$ cat src/rtl/mtmr_pkg.sv
package mtmr_pkg;

  localparam logic [15:0] OFS_SOFT   = 16'h0000;
  localparam logic [15:0] OFS_CMP_LO = 16'h4000;
  localparam logic [15:0] OFS_CMP_HI = 16'h4004;
  localparam logic [15:0] OFS_CNT_LO = 16'hBFF8;
  localparam logic [15:0] OFS_CNT_HI = 16'hBFFC;

  typedef enum logic [2:0] {
    SEL_NONE,
    SEL_SOFT,
    SEL_CMP_LO,
    SEL_CMP_HI,
    SEL_CNT_LO,
    SEL_CNT_HI
  } mtmr_sel_e;

endpackage

$ cat src/rtl/mtmr_decode.sv
module mtmr_decode
  import mtmr_pkg::*;
#(
  parameter int ADDR_W = 16
) (
  input  logic [ADDR_W-1:0] addr,
  output mtmr_sel_e         sel
);
  // Full-width match so offsets outside the low 16 bits never alias.
  always_comb begin
    sel = SEL_NONE;
    if (addr == ADDR_W'(OFS_SOFT))   sel = SEL_SOFT;
    if (addr == ADDR_W'(OFS_CMP_LO)) sel = SEL_CMP_LO;
    if (addr == ADDR_W'(OFS_CMP_HI)) sel = SEL_CMP_HI;
    if (addr == ADDR_W'(OFS_CNT_LO)) sel = SEL_CNT_LO;
    if (addr == ADDR_W'(OFS_CNT_HI)) sel = SEL_CNT_HI;
  end
endmodule

$ cat src/rtl/mtmr_counter.sv
module mtmr_counter #(
  parameter int W = 32
) (
  input  logic         clk,
  input  logic         rst,
  input  logic         tick,
  output logic [W-1:0] cnt_lo,
  output logic [W-1:0] cnt_hi,
  output logic [W-1:0] nxt_lo,
  output logic [W-1:0] nxt_hi,
  output logic         lo_wrap
);
  localparam int NWORDS = 2;

  logic [W-1:0] word_q   [NWORDS];
  logic [W-1:0] word_nxt [NWORDS];
  logic [NWORDS:0] carry;

  assign carry[0] = tick;

  // One adder stage per word; each stage's carry out feeds the next word.
  for (genvar i = 0; i < NWORDS; i++) begin : g_word
    assign carry[i+1]  = carry[i] & (&word_q[i]);
    assign word_nxt[i] = word_q[i] + W'(carry[i]);

    always_ff @(posedge clk) begin
      if (rst) word_q[i] <= '0;
      else     word_q[i] <= word_nxt[i];
    end
  end

  assign cnt_lo  = word_q[0];
  assign cnt_hi  = word_q[1];
  assign nxt_lo  = word_nxt[0];
  assign nxt_hi  = word_nxt[1];
  assign lo_wrap = carry[1];

  logic unused_top_carry;
  assign unused_top_carry = carry[NWORDS];
endmodule

$ cat src/rtl/mtmr_compare.sv
module mtmr_compare #(
  parameter int W = 32
) (
  input  logic         clk,
  input  logic         rst,
  input  logic         tick,
  input  logic         wr_lo,
  input  logic         wr_hi,
  input  logic [W-1:0] wdata,
  input  logic [W-1:0] nxt_lo,
  input  logic [W-1:0] nxt_hi,
  output logic [W-1:0] cmp_lo,
  output logic [W-1:0] cmp_hi,
  output logic         fire_now,
  output logic         irq
);
  // Asymmetric match: high word strictly above, or an exact full match.
  function automatic logic fire_f(input logic [W-1:0] c_hi, input logic [W-1:0] c_lo,
                                  input logic [W-1:0] m_hi, input logic [W-1:0] m_lo);
    logic armed;
    armed = (m_hi != '0) || (m_lo != '0);
    return armed && ((c_hi > m_hi) || ((c_hi == m_hi) && (c_lo == m_lo)));
  endfunction

  always_ff @(posedge clk) begin
    if (rst) begin
      cmp_lo <= '0;
      cmp_hi <= '0;
    end else begin
      if (wr_lo) cmp_lo <= wdata;
      if (wr_hi) cmp_hi <= wdata;
    end
  end

  assign fire_now = fire_f(nxt_hi, nxt_lo, cmp_hi, cmp_lo);

  always_ff @(posedge clk) begin
    if (rst)       irq <= 1'b0;
    else if (tick) irq <= fire_now;
  end
endmodule

$ cat src/rtl/mtimer_cmp.sv
module mtimer_cmp
  import mtmr_pkg::*;
#(
  parameter int ADDR_W = 16,
  parameter int DATA_W = 32
) (
  input  logic              clk,
  input  logic              rst,
  input  logic              tick,
  input  logic [ADDR_W-1:0] bus_addr,
  input  logic              bus_we,
  input  logic [DATA_W-1:0] bus_wdata,
  output logic [DATA_W-1:0] bus_rdata,
  output logic              timer_irq
);
  mtmr_sel_e   sel;
  logic [DATA_W-1:0] cnt_lo, cnt_hi, nxt_lo, nxt_hi, cmp_lo, cmp_hi;
  logic        lo_wrap, fire_now, wr_cmp_lo, wr_cmp_hi;

  mtmr_decode #(.ADDR_W(ADDR_W)) u_dec (.addr(bus_addr), .sel(sel));

  assign wr_cmp_lo = bus_we && (sel == SEL_CMP_LO);
  assign wr_cmp_hi = bus_we && (sel == SEL_CMP_HI);

  mtmr_counter #(.W(DATA_W)) u_cnt (
    .clk(clk), .rst(rst), .tick(tick),
    .cnt_lo(cnt_lo), .cnt_hi(cnt_hi),
    .nxt_lo(nxt_lo), .nxt_hi(nxt_hi),
    .lo_wrap(lo_wrap)
  );

  mtmr_compare #(.W(DATA_W)) u_cmp (
    .clk(clk), .rst(rst), .tick(tick),
    .wr_lo(wr_cmp_lo), .wr_hi(wr_cmp_hi), .wdata(bus_wdata),
    .nxt_lo(nxt_lo), .nxt_hi(nxt_hi),
    .cmp_lo(cmp_lo), .cmp_hi(cmp_hi),
    .fire_now(fire_now), .irq(timer_irq)
  );

  always_comb begin
    unique case (sel)
      SEL_CMP_LO: bus_rdata = cmp_lo;
      SEL_CMP_HI: bus_rdata = cmp_hi;
      SEL_CNT_LO: bus_rdata = cnt_lo;
      SEL_CNT_HI: bus_rdata = cnt_hi;
      default:    bus_rdata = '0;
    endcase
  end
endmodule

$ cat config.mk
export PLATFORM = sky130hd
export DESIGN_NAME = mtimer_cmp
export DESIGN_NICKNAME = d
export VERILOG_FILES = /design/src/rtl/mtmr_pkg.sv /design/src/rtl/mtmr_decode.sv /design/src/rtl/mtmr_counter.sv /design/src/rtl/mtmr_compare.sv /design/src/rtl/mtimer_cmp.sv
export SDC_FILE = /design/constraint.sdc
export NUM_CORES = 1
export LEC_CHECK = 0
export ABC_AREA = 0
export CORE_ASPECT_RATIO = 1.2
export CORE_MARGIN = 8
export CORE_UTILIZATION = 30
export CTS_CLUSTER_DIAMETER = 200
export DETAILED_ROUTE_END_ITERATION = 8
export PLACE_DENSITY = 0.53
export SYNTH_ARGS = -nofsm -noshare
export SYNTH_HDL_FRONTEND = slang
export SYNTH_HIERARCHICAL = 1
export SYNTH_SLANG_ARGS = --single-unit
$ cat constraint.sdc
create_clock -name clk -period 4.7 [get_ports clk]
set_clock_uncertainty 0.2 [all_clocks]
set_input_delay 1.175 -clock clk [delete_from_list [all_inputs] [get_ports clk]]
set_output_delay 1.175 -clock clk [all_outputs]
set_load 0.1 [all_outputs]
# Word-level counts from Yosys, hierarchy flattened
# Memories as Yosys holds them, arrays and structs flattened.
# Cells that the tools add are included.
# W data, S select, Z words.
[classes] addsub=2 n_lt_le_gt_ge=1 n_eq_ne=10 muxes=11 n_bitwise=3 n_reduce_logical=10
[ops] cell="$pmux W32 S4" count=1
[ops] cell="$add A32 B1 Y32" count=2
[ops] cell="$eq A32 B32 Y1" count=2
[ops] cell="$mux W32" count=2
[ops] cell="$reduce_bool A32 Y1" count=2
[ops] cell="$eq A16 B15 Y1 const B" count=2
[ops] cell="$eq A16 B16 Y1 const B" count=2
[ops] cell="$gt A32 B32 Y1" count=1
[ops] cell="$reduce_and A32 Y1" count=1
[ops] cell="$logic_not A16 Y1" count=1
[ops] cell="$eq A3 B2 Y1 const B" count=2
[ops] cell="$eq A3 B3 Y1 const B" count=2
[ops] cell="$mux W3" count=2
[ops] cell="$logic_and A1 B1 Y1" count=4
[ops] cell="$mux W1" count=4
[ops] cell="$mux W2" count=2
[ops] cell="$logic_or A1 B1 Y1" count=2
[ops] cell="$or A1 B1 Y1" count=2
[ops] cell="$and A1 B1 Y1" count=1
[word_totals] ff_bits=65 ramBits=64 inputBits=52 out_inout_bits=33 word_cells=41 memories=1
[mem_list] memory="u_cnt.word_q" words=2 width=32 rd=2 rd_clocked_by_memory_dff=0 write_ports=2 line="mtmr_counter.sv:15" source="logic [W-1:0] word_q [NWORDS];"

# Longest topological paths before layout
# Gate-level depths: netlist of run 1.
[depth] ltp_word=8 ltp_mapped=17 mapped_depth_nobuf=16

# Modules after synthesis
# Netlist of run 1, hierarchy kept.
[by_module_without_submodules] module="mtmr_compare" instances=1 cells_each=391 area_per_inst_um2=3565.9 seq_area_each_um2=1301.2
[by_module_without_submodules] module="mtmr_counter" instances=1 cells_each=390 area_per_inst_um2=3413.3 seq_area_each_um2=1281.2
[by_module_without_submodules] module="mtimer_cmp" instances=1 cells_each=115 area_per_inst_um2=1027.2 seq_area_each_um2=0.0
[by_module_without_submodules] module="mtmr_decode" instances=1 cells_each=18 area_per_inst_um2=113.9 seq_area_each_um2=0.0

# Worst setup path after synthesis of run 1
# OpenSTA, ideal clock, no wires.
[synth_path] path_kind="input port to output port" from="input port bus_addr[14]" to="output port bus_rdata[13]" t_arrival_ns=3.974 t_required_ns=3.325 slack_ns=-0.649 stages=8 n_path_buf=3 cell_sequence="nand4b_1 > or4_1 > o221ai_2 > buf_6 > buf_12 > buf_12 > mux2i_1 > o22ai_1"
[synth_via] elab_chain_cells=8 word_cells_on_any_way=15 cone_classes="eq/ne: 8; mux: 6; reduce/logical: 1"
[synth_rtl] item="start, declared" line="mtimer_cmp.sv:10" source="input logic [ADDR_W-1:0] bus_addr,"
[synth_rtl] item="$logic_not A16 Y1" line="mtmr_decode.sv:12" source="if (addr == ADDR_W'(OFS_SOFT)) sel = SEL_SOFT;"
[synth_rtl] item="$mux W1" line="mtmr_decode.sv:12"
[synth_rtl] item="$mux W2" line="mtmr_decode.sv:13" source="if (addr == ADDR_W'(OFS_CMP_LO)) sel = SEL_CMP_LO;"
[synth_rtl] item="$mux W2" line="mtmr_decode.sv:14" source="if (addr == ADDR_W'(OFS_CMP_HI)) sel = SEL_CMP_HI;"
[synth_rtl] item="$mux W3" line="mtmr_decode.sv:15" source="if (addr == ADDR_W'(OFS_CNT_LO)) sel = SEL_CNT_LO;"
[synth_rtl] item="$mux W3 (*)" line="mtmr_decode.sv:16" source="if (addr == ADDR_W'(OFS_CNT_HI)) sel = SEL_CNT_HI;"
[synth_rtl] item="via sel[0]" line="mtimer_cmp.sv:16" source="mtmr_sel_e sel;"
[synth_rtl] item="$eq A3 B3 Y1 / $eq A3 B2 Y1 (equally long branches)" line="mtimer_cmp.sv:41" source="unique case (sel)"
[synth_rtl] item="$pmux W32 S4 (*)" line="mtimer_cmp.sv:41"
[synth_rtl] item="end, declared" line="mtimer_cmp.sv:13" source="output logic [DATA_W-1:0] bus_rdata,"
# The timed path passes the listed nets; every way through them passes the cells marked *.

# Final worst setup path of run 1
[layout_path] from="input port bus_addr[0]" to="output port bus_rdata[14]"
# Same word-level chain as after synthesis.

==> flow_metrics.env, run 1 <==
export IMPL_status="finished clean"
export IMPL_slowest_stage="or4_4"
export IMPL_vias=7435
export IMPL_cp_num_buf_inv=6
export IMPL_mostFrequentLayoutCell="dfxtp_1"
export IMPL_first_iter_violations=443
export IMPL_drc=0
export IMPL_setup_viol=0
export IMPL_cts_buffers=17
export IMPL_hold_buffers=0
export IMPL_grt_antenna_before_repair=0
export IMPL_dp_hpwl_um=21300
export IMPL_h_tree_depth=4
export IMPL_portBuffers=84
export IMPL_crit_required_ns=3.32
export IMPL_nNetsFinal=1164
export IMPL_slew_viol_final=0
export IMPL_rsz0062_at_grt="yes"
export IMPL_cp_top_family="buffers and inverters"
export IMPL_grt_pass1_vias=7569
export IMPL_ys_warn_count=6
export IMPL_peakVddDrop_mv=0.238
export IMPL_endpoint_kind="primary output"
export IMPL_setup_worst_path_class="input port to primary output"
export IMPL_start_util_pct=30.2
export IMPL_fin_crit_sh_pct=99.8
export IMPL_wl_um=28600
export IMPL_leakagePower_nw=4.27
export IMPL_worst_slew_pin_slew_ns=0.991
export IMPL_io_pins=85
export IMPL_grt_pass1_wl_um=44100
export IMPL_syn_area_sq_um=8120
export IMPL_cts_buffer_depth=2
export IMPL_grt_max_degree=67
export IMPL_dieArea_sq_um=32600
export IMPL_wl_per_cell_um=20.0
export IMPL_maxSlewHeadroom_pct=33.7
export IMPL_cpPeakStageDelay_ns=0.59
export IMPL_max_freq_mhz=213
export IMPL_syn2layout_area_growth_pct=40.7
export IMPL_drtPass1Iterations=5
export IMPL_syn_nets=1001
export IMPL_avgSynthCellArea_sq_um=8.89
export IMPL_cp_max_fo=5
export IMPL_track_usage_pct=17.4
export IMPL_cts_tree="done"
export IMPL_coreArea_sq_um=26800
export IMPL_hold_path_class="flip-flop to flip-flop"
export IMPL_grt_overflow=0
export IMPL_rows=66
export IMPL_max_cap_viol_count=0
export IMPL_vias_per_cell=5.20
export IMPL_clock_sinks=129
export IMPL_gp_congestion=0.924
export IMPL_clock_latency_ns=0.43
export IMPL_totalNegativeSetupSlack_ns=0
export IMPL_dieHeight_um=196
export IMPL_final_hold_violation_count=0
export IMPL_die_w_um=166
export IMPL_crit_chain="buf_6, nand4bb_1, or4_4, o221ai_4, buf_12, buf_12, buf_12, buf_12, mux2i_2, o22ai_2, buf_12"
export IMPL_diodes=0
export IMPL_holdWs_ns=0.349
export IMPL_cts_clk_slew_worst_paths_ns=0.06
export IMPL_drive_gt1_share_pct=25.0
export IMPL_cp_arrival_ns=3.31
export IMPL_cellPowerDensity_nw_per_um2=221
export IMPL_final_cell_mix="129 x dfxtp_1, 113 x mux2i_1, 87 x nor2_1"
export IMPL_p_total_mw=2.53
export IMPL_cp_start_kind="input port"
export IMPL_syn_inst=913
export IMPL_antenna_left=0
export IMPL_finalCriticalPeriod_ns=4.69
export IMPL_crit_top_cell="buf_12"
export IMPL_ctsRootBufferMaster="clkbuf_16"
==> what timing repair did <==
action                                  in CTS  in global routing
gates cloned                                 2                  0
setup buffers                                9                  0
gates resized for setup                     52                 46
pin swaps                                   15                 12
endpoints found under the setup margin      33                 33
==> flip-flops by register name (all words and copies together) (netlist names) <==
| register | cells |
|---|---|
| u_cnt/word_q | 64 |
| u_cmp/cmp_hi | 32 |
| u_cmp/cmp_lo | 32 |
| u_cmp/irq | 1 |
==> final cells by class <==
cell class / instances / area, sq um
clock buffers: 25 / 485
clock inverters: 7 / 101
fillers: 2598 / 15400
inverters: 43 / 161
multi-input cells: 699 / 5610
flip-flops and latches: 129 / 2580
well taps: 340 / 425
repair buffers: 186 / 2060
==> report_power, final <==
group	switching (mW)	internal, mW	total (mW)
Clock	0.502	0.825	1.33
Combinational	0.0506	0.0494	0.100
Sequential	0.00230	1.10	1.10
==> worst min-delay path: cells and delay by family (launching register included) <==
family             cells  cell delay, ns
and+or+nand+nor        1            0.08
DFF                    1            0.36
AOI/OAI and AO/OA      1            0.06
==> metal layers <==
metal  up-vias  global-route usage [%]  part of all wire [%]
li1       3626                       -                     -
met1      3608                    19.9                    43
met2       158                    31.6                    51
met3        43                    2.98                   3.7
met4         0                    6.84                   2.3
met5         -                       0                     0
==> worst paths after layout <==
check / from / to / slack, ns / cells past startpoint
hold reg to reg: u_cmp/irq / u_cmp/irq / 0.35 / 2
setup / recovery: bus_addr[0] / bus_rdata[14] / 0.01 / 11
setup reg to reg: u_cnt/word_q[0][20] / u_cmp/irq / 0.38 / 15
hold / removal: u_cmp/irq / u_cmp/irq / 0.35 / 2
==> through the flow <==
| step | util (%) | setup slack, ns | cell area [sq um] | instances |
|---|---|---|---|---|
| 5_1_grt | 42.5 | -0.0400 | 11400 | 1429 |
| 4_1_cts | 42.2 | 0.00336 | 11300 | 1429 |
| 6_report | 42.5 | 0.0101 | 11400 | 1429 |
| 2_1_floorplan | - | -0.00652 | 8350 | 913 |
| 3_3_place_gp | 39.0 | -0.634 | 10500 | 1387 |
| 3_5_place_dp | 39.0 | -0.749 | 10500 | 1387 |
No activity file was read; power rests on OpenSTA's default activity.
==> inputs of run 2 (changes only) <==
Settings changed: SYNTH_HIERARCHICAL 1 to unset.
==> flow_metrics.env, run 2 <==
export IMPL_start_util_pct=30.2
export IMPL_largest_reg_flops=64
export IMPL_grt_pass1_vias=7879
export IMPL_timing_final_ws_setup_ns=-0.225
export IMPL_setup_viol=1
export IMPL_cp_max_fo=4
export IMPL_clock_sinks=129
export IMPL_place_area_sq_um=10700
export IMPL_syn_area_sq_um=8110
export IMPL_peakVddDrop_mv=0.222
export IMPL_wl_met2_um=14700
export IMPL_wl_per_cell_um=20.7
export IMPL_violations="negative setup slack"
export IMPL_leakagePower_nw=4.28
export IMPL_startpoint="tick"
export IMPL_max_cap_viol_count=0
export IMPL_maxSlewHeadroom_pct=35.3
export IMPL_final_hold_violation_count=0
export IMPL_syn2layout_area_growth_pct=41.9
export IMPL_coreArea_sq_um=26800
export IMPL_synth_cell_types=76
export IMPL_ctsRootBufferMaster="clkbuf_16"
export IMPL_gp_congestion=0.912
export IMPL_seq_area_frac_synth_pct=31.9
export IMPL_antenna_left=0
export IMPL_ys_warn_count=0
export IMPL_worst_slew_pin_slew_ns=0.967
export IMPL_stdcell_area_sq_um=11500
export IMPL_finalCriticalPeriod_ns=4.93
export IMPL_first_iter_violations=554
export IMPL_cp_arrival_ns=5.08
export IMPL_avgSynthCellArea_sq_um=7.98
export IMPL_final_util_pct=42.9
export IMPL_syn_nets=1104
export IMPL_synth_top_cell_area_share_pct=31.9
export IMPL_grt_pass1_wl_um=48000
export IMPL_track_usage_pct=19.1
export IMPL_totalNegativeSetupSlack_ns=-0.225
export IMPL_n_fill_cell=2638
export IMPL_dp_slack_ns=-0.765
export IMPL_cts_buffer_depth=2
export IMPL_p_switching_uw=559
export IMPL_cts_tree="done"
export IMPL_clock_latency_ns=0.43
export IMPL_top_layer_used="met4"
export IMPL_endpoint_kind="flip-flop"
export IMPL_post_synth_top_count_cell="nand2_1"
export IMPL_vias=8053
export IMPL_hold_path_class="flip-flop to flip-flop"
export IMPL_reg2regPathDepth=21
export IMPL_die_w_um=166
export IMPL_syn_inst=1016
export IMPL_met3_length_um=1560
export IMPL_largest_register="u_cnt.word_q"
export IMPL_vias_per_cell=5.33
export IMPL_dp_hpwl_um=23800
export IMPL_mostFrequentLayoutCell="nand2_1"
export IMPL_synth_area_leader_cell="dfxtp_1"
export IMPL_dieHeight_um=196
export IMPL_seq_power_share_pct=43.3
export IMPL_slew_viol_final=0
export IMPL_worstReg2RegStart="u_cnt.word_q[0][23]"
export IMPL_max_freq_mhz=203
export IMPL_synth_ff_type="dfxtp_1"
export IMPL_cts_buffers=17
export IMPL_reg_top3="u_cnt.word_q x64, u_cmp.cmp_hi x32, u_cmp.cmp_lo x32"
export IMPL_rsz0062_at_grt="yes"
export IMPL_grt_overflow=0
export IMPL_setup_worst_path_class="input port to flip-flop"
export IMPL_grt_max_degree=68
export IMPL_wl_um=31300
export IMPL_p_total_mw=2.53
export IMPL_status="complete, but fails checks"
export IMPL_diodes=0
export IMPL_drtPass1Iterations=5
export IMPL_synth_edf_count=0
export IMPL_pwr_share_comb_pct=5.3
export IMPL_drive_gt1_share_pct=21.8
export IMPL_slowest_stage="or4_4"
export IMPL_final_cell_mix="163 x nand2_1, 124 x dfxtp_1, 102 x buf_4"
export IMPL_rows=66
export IMPL_io_pins=85
export IMPL_synthTopCellsByCount="164 x nand2_1, 129 x dfxtp_1, 78 x a21oi_1"
export IMPL_worstReg2RegEnd="u_cmp.irq"
export IMPL_cellPowerDensity_nw_per_um2=220
export IMPL_p_sw_share_pct=22.0
export IMPL_cpPeakStageDelay_ns=0.55
export IMPL_portBuffers=84
export IMPL_p_int_mw=1.98
export IMPL_nNetsFinal=1250
export IMPL_crit_chain="clkdlybuf4s15_1, nand3_2, nor4_4, ha_2, ha_4, nand3_2, or4_4, nor4_4, nand2_1, nor2_1, xnor2_1, ha_1, nand3_2, nor4_4, buf_4, o21ai_1, a2bb2oi_2, a31oi_2, a32oi_1, o21ai_1"
export IMPL_drc=0
export IMPL_cts_clk_slew_worst_paths_ns=0.05
export IMPL_fin_crit_sh_pct=105
export IMPL_rrSetupSlack_ns=-0.18
export IMPL_cp_start_kind="input port"
export IMPL_clock_power_share_pct=51.4
export IMPL_crit_path_end="u_cmp.irq"
export IMPL_h_tree_depth=4
export IMPL_ys_ff_latch=129
export IMPL_dieArea_sq_um=32600
export IMPL_grt_antenna_before_repair=0
export IMPL_synthTopCellsByArea="dfxtp_1 32%, mux2i_1 8.0%, nand2_1 7.6%"
export IMPL_hold_buffers=0
export IMPL_crit_required_ns=4.86
export IMPL_wl_met1_um=13900
export IMPL_async_flop_share_pct=0
-- run 2: cell count changes in the layout (fill, tap and decap cells not counted), sizes merged, moves of 10 or more --
cell and delta:
a21oi +46, clkbuf -11, clkdlybuf4s50 +10, mux2 -16, mux2i -63, nand2 +122, nor2 -34, or3 -11
xnor2 +17, xor2 -21
-- run 2: cell families after synthesis --
kind of cell	synth area share (%)
compound gates	13.1
fa+ha+maj	5.56
simple gates	26.8
mux	8.03
buf+inv	6.00
xor+xnor	8.64
flops	31.9
-- run 2: final cells by class --
class	instances	area, sq um	share of cell area, %
inverter	45	169	1.47
sequential	129	2590	22.5
timing repair buffer	195	2130	18.5
clock inverter	6	82.6	0.718
clock buffer	23	478	4.15
tap	340	425	3.70
multi-input combinational	774	5630	49.0
-- run 2: layer usage --
metal	vias up	track usage (%)
met3	57	4.12
met4	0	8.36
li1	3884	-
met2	238	31.4
met5	-	0
met1	3874	23.6
-- run 2: power groups by stage --
stage          logic, mW  registers [mW]  clock network (mW)
2_1_floorplan     0.0555            1.12                   0
3_3_place_gp       0.134            1.12                   0
3_5_place_dp       0.134            1.12                   0
4_1_cts            0.134            1.10                1.33
5_1_grt            0.142            1.10                1.37
6_report           0.135            1.10                1.30
-- run 2: worst min path at each step --
stage                                   to             start  depth (start not counted)
final                     u_cmp.cmp_hi[10]  u_cmp.cmp_hi[10]                          2
after global routing      u_cmp.cmp_hi[10]  u_cmp.cmp_hi[10]                          2
after CTS                 u_cmp.cmp_hi[10]  u_cmp.cmp_hi[10]                          2
after detailed placement  u_cmp.cmp_hi[21]  u_cmp.cmp_hi[21]                          2
after global placement     u_cmp.cmp_hi[0]   u_cmp.cmp_hi[0]                          2
after floorplan           u_cmp.cmp_hi[12]  u_cmp.cmp_hi[12]                          2
-- run 2: timing repair --
item                       in CTS  in global routing
hold endpoints to repair        0                  0
setup buffers                   8                  0
gates cloned                    1                  0
pin swaps                      25                 10
resized for setup              37                 10
setup endpoints to repair      32                  3
-- run 2: critical path, delay by kind of cell --
family / cells / cell delay, ns
simple gates: 9 / 2.02
buf+inv: 2 / 0.40
fa+ha+maj: 3 / 0.72
xor+xnor: 1 / 0.11
compound gates: 5 / 0.63
-- run 2: through the flow --
stage                     instances  hold WS (ns)
after CTS                      1512         0.304
after floorplan                1016         0.262
after global placement         1474         0.288
final                          1512         0.305
after global routing           1512         0.321
after detailed placement       1474         0.294
==> inputs of run 3 (changes only) <==
Settings changed: CTS_CLUSTER_DIAMETER 200 to unset.
==> results of run 3 <==
No change in the layout: final DEF, timing and power equal those of run 2.
